File: src/rtl/elc_pkg.sv
package elc_pkg;
  localparam int LUT_IN = 4;
  localparam int LUT_W  = 1 << LUT_IN;
  localparam int CFG_AW = 4;
  localparam int CFG_DW = 16;
  localparam int IDX_W  = 2;

  typedef enum logic [1:0] {
    GRP_SRC  = 2'd0,
    GRP_LUT  = 2'd1,
    GRP_DLY  = 2'd2,
    GRP_INV  = 2'd3
  } cfg_group_e;
endpackage

File: src/rtl/elc_cfg_regs.sv
module elc_cfg_regs
  import elc_pkg::*;
#(
  parameter int N_OUT  = 4,
  parameter int SEL_W  = 5,
  parameter int FILT_W = 8
) (
  input  logic                      clk,
  input  logic                      rst,
  input  logic                      we,
  input  logic [CFG_AW-1:0]         addr,
  input  logic [CFG_DW-1:0]         wdata,
  output logic [LUT_IN*SEL_W-1:0]   sel_flat,
  output logic [N_OUT*LUT_W-1:0]    lut_flat,
  output logic [N_OUT*FILT_W-1:0]   rise_flat,
  output logic [N_OUT*FILT_W-1:0]   fall_flat,
  output logic [N_OUT-1:0]          inv_vec
);
  cfg_group_e       grp;
  logic [IDX_W-1:0] idx;

  assign grp = cfg_group_e'(addr[CFG_AW-1:IDX_W]);
  assign idx = addr[IDX_W-1:0];

  for (genvar k = 0; k < LUT_IN; k++) begin : g_src
    always_ff @(posedge clk) begin
      if (rst)
        sel_flat[k*SEL_W +: SEL_W] <= '0;
      else if (we && grp == GRP_SRC && idx == IDX_W'(k))
        sel_flat[k*SEL_W +: SEL_W] <= wdata[SEL_W-1:0];
    end
  end

  for (genvar o = 0; o < N_OUT; o++) begin : g_out
    always_ff @(posedge clk) begin
      if (rst) begin
        lut_flat[o*LUT_W +: LUT_W]    <= '0;
        rise_flat[o*FILT_W +: FILT_W] <= '0;
        fall_flat[o*FILT_W +: FILT_W] <= '0;
        inv_vec[o]                    <= 1'b0;
      end else if (we && idx == IDX_W'(o)) begin
        case (grp)
          GRP_LUT: lut_flat[o*LUT_W +: LUT_W] <= wdata[LUT_W-1:0];
          GRP_DLY: begin
            rise_flat[o*FILT_W +: FILT_W] <= wdata[FILT_W-1:0];
            fall_flat[o*FILT_W +: FILT_W] <= wdata[2*FILT_W-1:FILT_W];
          end
          GRP_INV: inv_vec[o] <= wdata[0];
          default: ;
        endcase
      end
    end
  end
endmodule

File: src/rtl/elc_src_mux.sv
module elc_src_mux #(
  parameter int N_EXT = 12,
  parameter int N_LO  = 12,
  parameter int SEL_W = 5
) (
  input  logic [SEL_W-1:0] sel,
  input  logic [N_EXT-1:0] ext,
  input  logic [N_LO-1:0]  lo,
  output logic             y
);
  always_comb begin
    y = 1'b0;
    for (int i = 0; i < N_EXT; i++)
      if (sel == SEL_W'(i + 1)) y = ext[i];
    for (int i = 0; i < N_LO; i++)
      if (sel == SEL_W'(i + 1 + N_EXT)) y = lo[i];
  end
endmodule

File: src/rtl/elc_out_path.sv
module elc_out_path
  import elc_pkg::*;
#(
  parameter int FILT_W = 8
) (
  input  logic              clk,
  input  logic              rst,
  input  logic [LUT_W-1:0]  lut,
  input  logic [LUT_IN-1:0] lut_idx,
  input  logic [FILT_W-1:0] rise,
  input  logic [FILT_W-1:0] fall,
  input  logic              en,
  input  logic              inv,
  output logic              lut_v,
  output logic              lvl,
  output logic              q
);
  logic [FILT_W-1:0] cnt;
  logic [FILT_W-1:0] dly;
  logic              pending;
  logic              commit;
  logic              lvl_nxt;

  assign lut_v   = lut[lut_idx];
  assign pending = (lut_v != lvl);
  assign dly     = lut_v ? rise : fall;
  assign commit  = pending && (cnt >= dly);
  assign lvl_nxt = commit ? lut_v : lvl;

  always_ff @(posedge clk) begin
    if (rst) begin
      lvl <= 1'b0;
      cnt <= '0;
      q   <= 1'b0;
    end else begin
      lvl <= lvl_nxt;
      cnt <= (!pending || commit) ? '0 : cnt + FILT_W'(1);
      q   <= en & (lvl_nxt ^ inv);
    end
  end
endmodule

File: src/rtl/edge_filter_logic_cell.sv
module edge_filter_logic_cell
  import elc_pkg::*;
#(
  parameter int N_EXT  = 12,
  parameter int N_LO   = 12,
  parameter int N_OUT  = 4,
  parameter int FILT_W = 8
) (
  input  logic              clk,
  input  logic              rst,
  input  logic [N_EXT-1:0]  ext_in,
  input  logic [N_LO-1:0]   lo_in,
  input  logic              cfg_we,
  input  logic [CFG_AW-1:0] cfg_addr,
  input  logic [CFG_DW-1:0] cfg_wdata,
  input  logic [N_OUT-1:0]  out_en,
  output logic [N_OUT-1:0]  lc_out
);
  localparam int SEL_W = $clog2(N_EXT + N_LO + 1);

  logic [LUT_IN*SEL_W-1:0] sel_flat;
  logic [N_OUT*LUT_W-1:0]  lut_flat;
  logic [N_OUT*FILT_W-1:0] rise_flat;
  logic [N_OUT*FILT_W-1:0] fall_flat;
  logic [N_OUT-1:0]        inv_vec;
  logic [LUT_IN-1:0]       lut_idx;
  logic [N_OUT-1:0]        lutv_vec;
  logic [N_OUT-1:0]        lvl_vec;

  elc_cfg_regs #(.N_OUT(N_OUT), .SEL_W(SEL_W), .FILT_W(FILT_W)) u_cfg (
    .clk(clk), .rst(rst), .we(cfg_we), .addr(cfg_addr), .wdata(cfg_wdata),
    .sel_flat(sel_flat), .lut_flat(lut_flat), .rise_flat(rise_flat),
    .fall_flat(fall_flat), .inv_vec(inv_vec)
  );

  for (genvar k = 0; k < LUT_IN; k++) begin : g_mux
    elc_src_mux #(.N_EXT(N_EXT), .N_LO(N_LO), .SEL_W(SEL_W)) u_mux (
      .sel(sel_flat[k*SEL_W +: SEL_W]), .ext(ext_in), .lo(lo_in), .y(lut_idx[k])
    );
  end

  for (genvar o = 0; o < N_OUT; o++) begin : g_path
    elc_out_path #(.FILT_W(FILT_W)) u_path (
      .clk(clk), .rst(rst),
      .lut(lut_flat[o*LUT_W +: LUT_W]), .lut_idx(lut_idx),
      .rise(rise_flat[o*FILT_W +: FILT_W]), .fall(fall_flat[o*FILT_W +: FILT_W]),
      .en(out_en[o]), .inv(inv_vec[o]),
      .lut_v(lutv_vec[o]), .lvl(lvl_vec[o]), .q(lc_out[o])
    );
  end
endmodule

File: config.mk
export PLATFORM = sky130hd
export DESIGN_NAME = edge_filter_logic_cell
export DESIGN_NICKNAME = d
export VERILOG_FILES = /design/src/rtl/elc_pkg.sv /design/src/rtl/elc_cfg_regs.sv /design/src/rtl/elc_src_mux.sv /design/src/rtl/elc_out_path.sv /design/src/rtl/edge_filter_logic_cell.sv
export SDC_FILE = /design/constraint.sdc
export NUM_CORES = 1
export LEC_CHECK = 0
export ABC_CLOCK_PERIOD_IN_PS = 4800
export BUFFER_PORTS_ARGS = -buffer_cell sky130_fd_sc_hd__buf_2
export CAP_MARGIN = 30
export CORE_MARGIN = 4
export CORE_UTILIZATION = 56
export CTS_BUF_LIST = sky130_fd_sc_hd__clkbuf_4 sky130_fd_sc_hd__clkbuf_8 sky130_fd_sc_hd__clkbuf_16
export DETAILED_ROUTE_END_ITERATION = 8
export GPL_TIMING_DRIVEN = 0
export PLACE_DENSITY = 0.77
export SKIP_CTS_REPAIR_TIMING = 1
export SLEW_MARGIN = 20
export SYNTH_ARGS = -nofsm -noshare
export SYNTH_HDL_FRONTEND = slang
export SYNTH_HIERARCHICAL = 1
export SYNTH_SLANG_ARGS = --single-unit
File: constraint.sdc
create_clock -name clk -period 4.8 [get_ports clk]
set_input_delay 0 -clock clk [delete_from_list [all_inputs] [get_ports clk]]
set_output_delay 0 -clock clk [all_outputs]
set_load 0.03 [all_outputs]
==> flow_summary.ini <==
[die]
fp.coreArea_um2 = 19000
die_width_um = 148
start_util_pct = 57.6
die-area_um2 = 21800
dieHeight_um = 148
placement_rows = 50
io-pin-count = 55

[synthesis]
post-synth-top-count-cell = sky130_fd_sc_hd__mux2i_1
multiplexer_share_of_the_synthesized_area_pct = 25.0
synth_largest_area_cell = sky130_fd_sc_hd__dfxtp_1
syn_area_um2 = 10900
yosysWarnings = 6
postSynthCellCount = 1075
synthTopCellsByArea = sky130_fd_sc_hd__dfxtp_1, sky130_fd_sc_hd__mux2i_1, sky130_fd_sc_hd__nand2b_1, sky130_fd_sc_hd__ha_1, sky130_fd_sc_hd__mux4_1
async_reset_ff_share_pct = 0
compound_gate_fraction_of_synth_area_pct = 6.69
synth.avg_cell_area_um2 = 10.2
yosys.cell_types.count = 55
netlist_top_cells_count = sky130_fd_sc_hd__mux2i_1, sky130_fd_sc_hd__dfxtp_1, sky130_fd_sc_hd__nand2b_1
synthXorXnorAreaFrac_pct = 2.84
fraction_of_the_mapped_netlist_area_in_adder_cells_pct = 4.12
synth_flop_type = sky130_fd_sc_hd__dfxtp_1
yosysSeqAreaShare_pct = 35.2
synthSimpleGateAreaFrac_pct = 21.6
post_synth_edffs = 0
synth_top_family_by_area = multiplexers
postSynthRegisterBits = 192
post-synth-top-area-fraction_pct = 35.2
mappedNetlistNets = 1162

[timing]
finalSetupViolCount = 0
holdWs_ns = 0.000258
max_freq_mhz = 214
worst_slack_ns = 0.129
totalNegativeSetupSlack_ns = 0
timing_max_transition_violations_final = 0
period_needed_ns = 4.67
slew_limit_headroom_pct = 44.7
clock_skew_ns = 0.0109
worst-slew-pin-transition_ns = 0.830
final-hold-violation-count = 0
timing.final.crit_share_pct = 97.3

[hold_path]
hold-path-endpoint = u_cfg/inv_vec[0]$_SDFFE_PP0P_
whs_path_depth = 4
holdCritPathClass = in -> reg
worst_hold_startpoint = cfg_addr[1]

[drt]
drc_errors = 0
antenna_violating_nets_post_route = 0
vias = 8308
detailedRoute.firstPassIterationCount = 5
post_drt_via_cell_ratio = 5.76
wire_length_per_cell_um = 18.8
detail_route.wirelength_mm = 27.2
first_iter_violations = 523

[pwr]
p_int_mw = 2.51
total_switching_power_mw = 0.889
power.leakage_nw = 5.28
share_clk_of_total_power_pct = 43.6
power_frac_seq_pct = 47.7
vdd_drop_max_mv = 0.260
power_per_cell_area_nw_per_um2 = 273
combinationalPowerShare_pct = 8.7
switching_share_pct = 26.2

[placed_design]
io_buffers = 54
dpl.cell_count = 1390
detailedPlace.worstSlack_ns = -0.392
place_hpwl_mm = 18.6
place_congestion = 0.888
place_area_um2 = 11500

[setup_path]
kind_of_critical_path = reg -> reg
worstPathCellList = buf_4 -> or4_1 -> o211ai_1 -> a32o_2 -> buf_8 -> mux4_1 -> mux2i_2 -> mux2i_4 -> mux2_2 -> ha_1 -> nand2b_1 -> a2111oi_2 -> o31a_1 -> buf_4 -> nor3b_1 -> a211o_1
worstPathArrival_ns = 5.00
critPathMaxFanout = 10
crit_path_frequent_cell = sky130_fd_sc_hd__buf_4
ff2ff_setup_slack_ns = 0.13
register_to_register_path_depth = 16
startpoint_type = flip-flop
cpMaxStageDelayCell = sky130_fd_sc_hd__mux4_1
worstPathRequired_ns = 5.13
slowest_delay_ns = 0.62
capture_instance_of_the_worst_register_to_register_path = g_path[2].u_path/q$_SDFF_PP0_
end_kind = flip-flop
regToRegStartpoint = u_cfg/sel_flat[1]$_SDFFE_PP0P_

[cts]
cts.root.buffer_cell = sky130_fd_sc_hd__clkbuf_16
htree_num_levels = 4
clk_transition_reported_paths_ns = 0.08
cts_sinks = 192
insertion_delay_ns = 0.44
cts-buffers-inserted = 17
deepest_clock_path_buffer_count = 2
cts_tree = built

[cells_and_area]
area.growth.synth_to_final_pct = 14.0
nets = 1256
post_layout_nonfiller_instances = 1442
fillCellCount = 1520
antenna-diode-count = 0
postLayoutCellArea_um2 = 12400
post_route_cells_drive_above_1_share_pct = 16.8

[global_route]
grt_pass1_wl_mm = 43.3
globalRouteOverflowTotal = 0
groute.usage.overall_pct = 24.9
first_global_vias = 8163
grt_start_max_net_pins = 21
number_of_antenna_violations_at_the_first_check_in_global_routing = 0

[outcome]
status = complete, no violations

[job]
timing.max_cap.violations = 0
[sequential cells by signal, summed over array words and instances, names as in the netlist]
signal / cells
g_path.u_path/cnt: 32
u_cfg/sel_flat: 20
u_cfg/fall_flat: 32
u_cfg/inv_vec: 4
g_path.u_path/q: 4
u_cfg/lut_flat: 64
g_path.u_path/lvl: 4
u_cfg/rise_flat: 32
[kinds of logic after synthesis]
logic type               Yosys count
flip-flops                       192
adder cells (fa/ha/maj)           36
AO/OA/AOI/OAI                    100
buffers and inverters             86
multiplexers                     236
AND/OR/NAND/NOR                  393
XOR/XNOR                          32
[per-stage QoR]
stage / total power, mW / util, %
finish: 3.40 / 65.7
global route: 3.51 / 65.7
CTS: 3.40 / 64.1
detailed placement: 1.93 / 60.8
global placement: 1.92 / 60.8
floorplan: 1.83 / -
[per-layer routing]
layer	vias up	GRT usage [%]	wire [um]
met5	-	0	0
met4	0	6.90	479
met3	39	5.09	1220
met2	206	41.3	13200
met1	4017	33.1	12300
li1	4046	-	-
[final cells by class]
class	count	area (um^2)	share of cell area [%]
buffer	76	468	3.76
clock buffer	18	439	3.53
clock inverter	14	184	1.48
inverter	8	30.0	0.241
multi-input combinational	797	6680	53.7
sequential	192	3840	30.9
tap	260	325	2.61
timing repair buffer	77	474	3.81
[placed cells by master (no fill, tap or decap), types with 6 or more instances in the layout]
cell type	netlist	layout
sky130_fd_sc_hd__mux2i_1	204	192
sky130_fd_sc_hd__inv_1	8	8
sky130_fd_sc_hd__a21oi_1	16	16
sky130_fd_sc_hd__clkbuf_16	0	17
sky130_fd_sc_hd__o21ai_0	12	11
sky130_fd_sc_hd__nand2b_1	180	180
sky130_fd_sc_hd__mux4_1	16	16
sky130_fd_sc_hd__xor2_1	13	13
sky130_fd_sc_hd__o211ai_1	12	12
sky130_fd_sc_hd__nor2b_1	13	13
sky130_fd_sc_hd__ha_1	36	36
sky130_fd_sc_hd__nand2_1	36	36
sky130_fd_sc_hd__dlygate4sd3_1	0	8
sky130_fd_sc_hd__and2_1	9	9
sky130_fd_sc_hd__dfxtp_1	192	191
sky130_fd_sc_hd__nor3_1	36	34
sky130_fd_sc_hd__nand3_1	17	17
sky130_fd_sc_hd__o31ai_1	8	8
sky130_fd_sc_hd__mux2i_2	0	12
sky130_fd_sc_hd__nand3b_1	12	12
sky130_fd_sc_hd__clkbuf_1	17	17
sky130_fd_sc_hd__and3_1	6	6
sky130_fd_sc_hd__a211o_1	8	8
sky130_fd_sc_hd__buf_2	27	78
sky130_fd_sc_hd__nor2_1	28	28
sky130_fd_sc_hd__buf_4	1	16
sky130_fd_sc_hd__nand2_2	7	7
sky130_fd_sc_hd__buf_6	16	17
sky130_fd_sc_hd__nor3b_1	24	24
sky130_fd_sc_hd__buf_1	15	13
sky130_fd_sc_hd__xnor2_1	15	15
[power groups by stage]
stage	Clock, mW	Sequential [mW]	Combinational (mW)
after floorplan	0	1.65	0.171
after global placement	0	1.66	0.268
after detailed placement	0	1.66	0.272
after CTS	1.51	1.62	0.274
after global routing	1.57	1.62	0.313
final	1.48	1.62	0.294
[worst max-delay path by stage]
| stage | cells after the start | to | startpoint |
|---|---|---|---|
| after floorplan | 15 | g_path[1].u_path/cnt[1]$_SDFF_PP0_ | u_cfg/sel_flat[1]$_SDFFE_PP0P_ |
| after global placement | 18 | g_path[2].u_path/cnt[1]$_SDFF_PP0_ | u_cfg/sel_flat[0]$_SDFFE_PP0P_ |
| after detailed placement | 18 | g_path[2].u_path/cnt[7]$_SDFF_PP0_ | u_cfg/sel_flat[1]$_SDFFE_PP0P_ |
| after CTS | 19 | g_path[2].u_path/cnt[7]$_SDFF_PP0_ | u_cfg/sel_flat[0]$_SDFFE_PP0P_ |
| after global routing | 19 | g_path[2].u_path/q$_SDFF_PP0_ | u_cfg/sel_flat[0]$_SDFFE_PP0P_ |
| final | 16 | g_path[2].u_path/q$_SDFF_PP0_ | u_cfg/sel_flat[1]$_SDFFE_PP0P_ |
[worst max-delay path, delay by kind of cell (launching register included)]
| family | cells | cell delay (ns) |
|---|---|---|
| AO/OA/AOI/OAI | 5 | 1.36 |
| multiplexers | 4 | 1.31 |
| AND/OR/NAND/NOR | 3 | 0.78 |
| buffers and inverters | 3 | 0.51 |
| flip-flops | 1 | 0.34 |
| adder cells (fa/ha/maj) | 1 | 0.26 |
Power figures use the tool's default switching activity.
